===== src/rtl/mfold_pkg.sv =====
package mfold_pkg;
    typedef enum logic [1:0] {
        ST_IDLE = 2'd0,
        ST_FOLD = 2'd1,
        ST_DONE = 2'd2
    } fold_state_e;
endpackage


===== src/rtl/mfold_step.sv =====
// One fold: cut at bit RES_W and add the upper part back onto the lower part.
module mfold_step #(
    parameter int IN_W  = 5,
    parameter int RES_W = 3
) (
    input  logic [IN_W-1:0] acc_i,
    output logic [IN_W-1:0] next_o,
    output logic            fits_o
);
    localparam int HI_W = IN_W - RES_W;

    logic [RES_W-1:0] low_part;
    logic [HI_W-1:0]  high_part;

    always_comb begin
        low_part  = acc_i[RES_W-1:0];
        high_part = acc_i[IN_W-1:RES_W];
        fits_o    = (high_part == '0);
        // A carry lands above the cut and is reabsorbed by the next fold.
        next_o    = {{HI_W{1'b0}}, low_part} + {{RES_W{1'b0}}, high_part};
    end
endmodule


===== src/rtl/mfold_final.sv =====
// The all-ones pattern is congruent to zero and is reported as zero.
module mfold_final #(
    parameter int RES_W = 3
) (
    input  logic [RES_W-1:0] val_i,
    output logic [RES_W-1:0] res_o
);
    always_comb begin
        res_o = (&val_i) ? '0 : val_i;
    end
endmodule


===== src/rtl/mersenne_fold_reducer.sv =====
module mersenne_fold_reducer #(
    parameter int IN_W  = 5,
    parameter int RES_W = 3
) (
    input  logic             clk,
    input  logic             rst_n,
    input  logic             in_valid,
    input  logic [IN_W-1:0]  in_value,
    output logic             out_valid,
    output logic [RES_W-1:0] out_residue
);
    import mfold_pkg::*;

    fold_state_e      state_q;
    fold_state_e      state_d;
    logic [IN_W-1:0]  acc_q;
    logic [IN_W-1:0]  acc_next;
    logic             acc_fits;
    logic [RES_W-1:0] res_q;
    logic [RES_W-1:0] res_final;

    mfold_step #(.IN_W(IN_W), .RES_W(RES_W)) u_step (
        .acc_i  (acc_q),
        .next_o (acc_next),
        .fits_o (acc_fits)
    );

    mfold_final #(.RES_W(RES_W)) u_final (
        .val_i (acc_q[RES_W-1:0]),
        .res_o (res_final)
    );

    // State register
    always_ff @(posedge clk or negedge rst_n) begin
        if (!rst_n) begin
            state_q <= ST_IDLE;
        end else begin
            state_q <= state_d;
        end
    end

    // Transitions: capture, fold, settle, release
    always_comb begin
        state_d = state_q;
        unique case (state_q)
            ST_IDLE: if (in_valid) state_d = ST_FOLD;
            ST_FOLD: if (acc_fits) state_d = ST_DONE;
            ST_DONE: state_d = ST_IDLE;
            default: state_d = ST_IDLE;
        endcase
    end

    // Datapath and outputs
    always_ff @(posedge clk or negedge rst_n) begin
        if (!rst_n) begin
            acc_q <= '0;
            res_q <= '0;
        end else begin
            unique case (state_q)
                ST_IDLE: if (in_valid) acc_q <= in_value;
                ST_FOLD: begin
                    if (acc_fits) res_q <= res_final;
                    else          acc_q <= acc_next;
                end
                default: ;
            endcase
        end
    end

    assign out_valid   = (state_q == ST_DONE);
    assign out_residue = res_q;
endmodule


===== config.mk =====
export PLATFORM = sky130hd
export DESIGN_NAME = mersenne_fold_reducer
export DESIGN_NICKNAME = d
export VERILOG_FILES = /design/src/rtl/mfold_pkg.sv /design/src/rtl/mfold_step.sv /design/src/rtl/mfold_final.sv /design/src/rtl/mersenne_fold_reducer.sv
export SDC_FILE = /design/constraint.sdc
export NUM_CORES = 1
export LEC_CHECK = 0
export BUFFER_PORTS_ARGS = -buffer_cell sky130_fd_sc_hd__buf_4
export CAP_MARGIN = 20
export CORE_AREA = 2 2 39 41
export DETAILED_ROUTE_END_ITERATION = 16
export DIE_AREA = 0 0 41 43
export PLACE_DENSITY_LB_ADDON = 0.12
export SETUP_SLACK_MARGIN = 0.5
export SLEW_MARGIN = 15
export SYNTH_ARGS = -nofsm -noshare
export SYNTH_HDL_FRONTEND = slang
export SYNTH_HIERARCHICAL = 1
export SYNTH_SLANG_ARGS = --single-unit

===== constraint.sdc =====
create_clock -name clk -period 2 [get_ports clk]
set_input_delay 0.3 -clock clk [delete_from_list [all_inputs] [get_ports clk]]
set_output_delay 0.3 -clock clk [all_outputs]
set_load 0.01 [all_outputs]

==> results.md <==
- The flow ran to the end, and the final reports show no timing, DRC or antenna violations.
- The capturing element of the worst setup path is acc_q[1].
- Counting both buffers and inverters, the worst setup path holds a total of 2.
- The number of instances in the synthesized netlist is 47.
- The first-pass GRT wire length is 1.66 mm.
- The count of final setup violators is 0.
- Setup repair after global routing could not meet its margin everywhere.
- In this run the power spent charging and discharging nets is 487 uW.
- The CTS buffer count is 3.
- Dividing the detail-routed wire length by the instance count gives between 10 and 15 microns.
- Counting flops with a built-in enable in the synthesized netlist gives 0.
- The share of total power dissipated in combinational logic is 0.628.
- The die is 43 microns tall.
- The number of synthesis warnings is 6.
- Of all nets on the critical path, the largest fanout is 2.
- For this run, asynchronously set or reset flops after synthesis account for 1.00.
- The internal power summed over all cells is 979 uW.
- The horizontal die dimension is slightly above 40 microns.
- In this run the register-to-register setup slack is about 250 ps.
- Timing would allow up to ~570 MHz.
- STA classifies the critical path endpoint as a flop.
- TritonCTS built the clock tree.
- The clock root buffer is sky130_fd_sc_hd__clkbuf_4.
- By startpoint and endpoint, the worst setup path is classified as reg2reg.
- The final layout contains 80 nets.
- For this run, the leading register cell type out of synthesis is sky130_fd_sc_hd__dfrtp_1.
- The number of primary I/O pins is 12.
- The routed design has just over 1 mm of wire.
- The longest individual stage delay on the worst path is between 400 and 500 ps.
- The share of the synthesized area in the top cell type is 0.409.
- Subtracting the final worst setup slack from the clock period gives between 1500 and 2000 ps.
- The final weighted congestion in routability-driven placement is between 0.7 and 0.8.
- The clock arrives with between 3 and 4 ps of skew.
- In this run the worst hold path is classified as in2reg.
- The core area is between 0.001 and 0.0015 sq mm.
- The post-placement cell count is 73.
- The number of global-route vias before repair is slightly below 400.
- The post-synthesis net count is slightly below 60.
- The worst flop-to-flop path endpoint is acc_q[1].
- The detailed router placed just under 400 vias in this run.
- Prior to clock tree synthesis, the placed netlist has a worst setup slack of 245 ps.
- For this run, design rule violations remaining after detail routing come to 0.
- The first element of the critical path is acc_q[3].
- The power per unit of standard cell area is about 1800 mW/mm^2.
- The clock net in this run drives a total of 10 sinks.
- In this run the remaining antenna-violating nets after routing total 0.
- Dividing the final minimum period by the clock period gives 0.873.
- In this run the number of H-tree levels came out at 1.
- The count of cell types in the netlist is 17.
- The number of iterations in the first detailed-routing pass is 1.
- The count of buffers inserted at the top-level ports is 11.
- Across the run, the number of max-cap violations was 0.
- The max-slew violation total from the final report is 0.
- Of the synthesized area, sequential elements account for 0.409.
- The floorplan has 14 rows.
- Of the total power, the share spent switching nets is 0.332.
- The most repeated library cell on the critical path is sky130_fd_sc_hd__mux2_4.
- The startpoint identified for the worst register-to-register timing path is acc_q[3].
- The number of antenna diodes in the final layout is 0.
- The buffer levels on the longest clock path is 2.
- STA classifies the critical path startpoint as a flop.
- The count of endpoints failing hold in the final timing report is 0.
- After clock tree synthesis, the clock-pin slew on the worst setup and hold paths is ~60 ps.
- The fraction of layout cells with a size suffix above 1 is 0.627.
- Across the VDD grid, the largest voltage drop is approximately 0.00073 V.
- By count the netlist is led by sky130_fd_sc_hd__dfrtp_1 (10), sky130_fd_sc_hd__mux2_4 (10), sky130_fd_sc_hd__inv_1 (5).
- The layout-stage area growth over the synthesis result is 33.5%.
- Data on the critical path is required at its endpoint by between 2000 and 2500 ps.
- The critical path goes through ha_2, inv_2, fa_1, inv_1, mux2_4, mux2_4.
- Fill cells in the final layout number ~120.
- The cell accounting for the most synthesized area is sky130_fd_sc_hd__dfrtp_1.
- The starting utilization of the core area is 0.442.
- Yosys attributes the largest share of cell area to sky130_fd_sc_hd__dfrtp_1 (41%), sky130_fd_sc_hd__mux2_4 (25%), sky130_fd_sc_hd__mux2_2 (5.5%).
- The number of antenna violations at the first check in global routing is 0.
- The starting DRC count in detailed routing is 0.
- The total die area is roughly 0.0018 sq mm.
- The total stage count of the critical path is 6.
- For this design the static power due to leakage is approximately 0.00041 uW.
- For this run, the total global-route usage over all layers was measured as 0.149.
- For the worst flop-to-flop path, the logic depth is 6.
- The source-to-sink clock delay at the later pin of the worst-skew pair is 250 ps.
- The cell class contributing the biggest share of worst-path delay is adder cells.
- The average instance in the mapped netlist occupies 13.0 sq um.
- The largest net degree at the start of global routing is 11.
- Of the total power, registers draw 0.283.
- After routing, the total negative slack on setup checks comes to 0 ps.
- The post-synthesis instance area is 612 sq um.
- The finished layout holds 83 standard cells, fillers aside.
- The average via count per standard cell is approximately 4.7.
- The number of flip-flops and latches in the synthesized netlist is 10.
- Data arrives at the worst endpoint at roughly 1900 ps.
- The part of the total power dissipated in the clock network is 0.088.
- The worst setup slack after layout is between 200 and 300 ps.
- The critical path's slowest cell is sky130_fd_sc_hd__fa_1.
- For this run the aggregate overflow at the end of global routing stands at 0.
-- power by group through the flow --
| stage | sequential (uW) | clock (uW) | combinational, uW |
|---|---|---|---|
| after global placement | 410 | 0 | 750 |
| after floorplan | 398 | 0 | 621 |
| after CTS | 407 | 134 | 892 |
| final | 415 | 130 | 921 |
| after detailed placement | 417 | 0 | 755 |
| after global routing | 431 | 149 | 1010 |
-- cells in the final DEF, fill, tap and decap left out --
cell type,count
sky130_fd_sc_hd__ha_4,1
sky130_fd_sc_hd__dfrtp_2,2
sky130_fd_sc_hd__buf_4,16
sky130_fd_sc_hd__dfrtp_1,8
sky130_fd_sc_hd__mux2_4,10
sky130_fd_sc_hd__mux2_2,3
sky130_fd_sc_hd__inv_1,4
sky130_fd_sc_hd__nor2_1,1
sky130_fd_sc_hd__conb_1,1
sky130_fd_sc_hd__nand2b_4,1
sky130_fd_sc_hd__inv_2,1
sky130_fd_sc_hd__nand2_1,1
sky130_fd_sc_hd__dlygate4sd3_1,1
sky130_fd_sc_hd__ha_2,1
sky130_fd_sc_hd__clkbuf_4,3
sky130_fd_sc_hd__a21oi_2,1
sky130_fd_sc_hd__xnor2_1,1
sky130_fd_sc_hd__nor2b_1,3
sky130_fd_sc_hd__nand2b_1,1
sky130_fd_sc_hd__fa_1,1
sky130_fd_sc_hd__a21boi_0,3
sky130_fd_sc_hd__a21oi_4,1
sky130_fd_sc_hd__buf_6,2
-- flip-flops by register name, indices dropped and copies added, names as in the netlist --
| name | cells |
|---|---|
| out_residue | 3 |
| state_q | 2 |
| acc_q | 5 |
-- timing repair --
action,in CTS,in global routing
setup endpoints to repair,3,5
pin swaps,2,3
setup buffers,5,1
hold endpoints to repair,10,0
gates resized for setup,6,3
hold buffers,1,0
-- area by class of cell --
type	count	area, sq um	area share
Multi-Input combinational cell	30	350	0.429
Sequential cell	10	253	0.309
Timing Repair Buffer	19	153	0.187
Clock buffer	3	22.5	0.0276
Tap cell	16	20.0	0.0245
Inverter	5	18.8	0.0230
-- per-layer routing --
metal  vias up  global-route usage  wire (microns)
li1        195                   -               -
met1       183               0.191             454
met2        13               0.203             490
met3         2              0.0314              54
met4         0               0.120              20
met5         -                   0               0
-- metrics by stage --
stage | area, sq um | hold WS, ps | total power [uW] | util
3_3_place_gp | 703 | 134 | 1160 | 0.508
4_1_cts | 797 | 388 | 1430 | 0.576
3_5_place_dp | 703 | 134 | 1170 | 0.508
6_report | 817 | 394 | 1470 | 0.590
5_1_grt | 817 | 391 | 1590 | 0.590
2_1_floorplan | 612 | 4.41 | 1020 | -
-- worst register-to-register path: cells and delay by family (launching register included) --
family / cells / cell delay [ps]
adders and majority gates: 2 / 680
buffers and inverters: 2 / 80
DFF: 1 / 380
muxes: 2 / 490
-- worst min path at each step --
stage          slack [ps]  cells past startpoint   startpoint             end
2_1_floorplan           4                      0        rst_n        acc_q[0]
3_3_place_gp          130                      1        rst_n  out_residue[0]
3_5_place_dp          130                      1        rst_n      state_q[1]
4_1_cts               390                      3  in_value[3]        acc_q[3]
5_1_grt               390                      3  in_value[2]        acc_q[2]
6_report              390                      3  in_value[3]        acc_q[3]
-- cell families after synthesis --
group / count (synthesis) / synth area share
AO/OA/AOI/OAI: 5 / 0.0716
XOR/XNOR: 1 / 0.0143
adder cells (fa/ha/maj): 3 / 0.0736
buffers and inverters: 7 / 0.0614
flip-flops: 10 / 0.409
multiplexers: 13 / 0.301
other: 1 / 0.00613
AND/OR/NAND/NOR: 7 / 0.0634
Note: power is estimated with default switching activity, not from simulation.
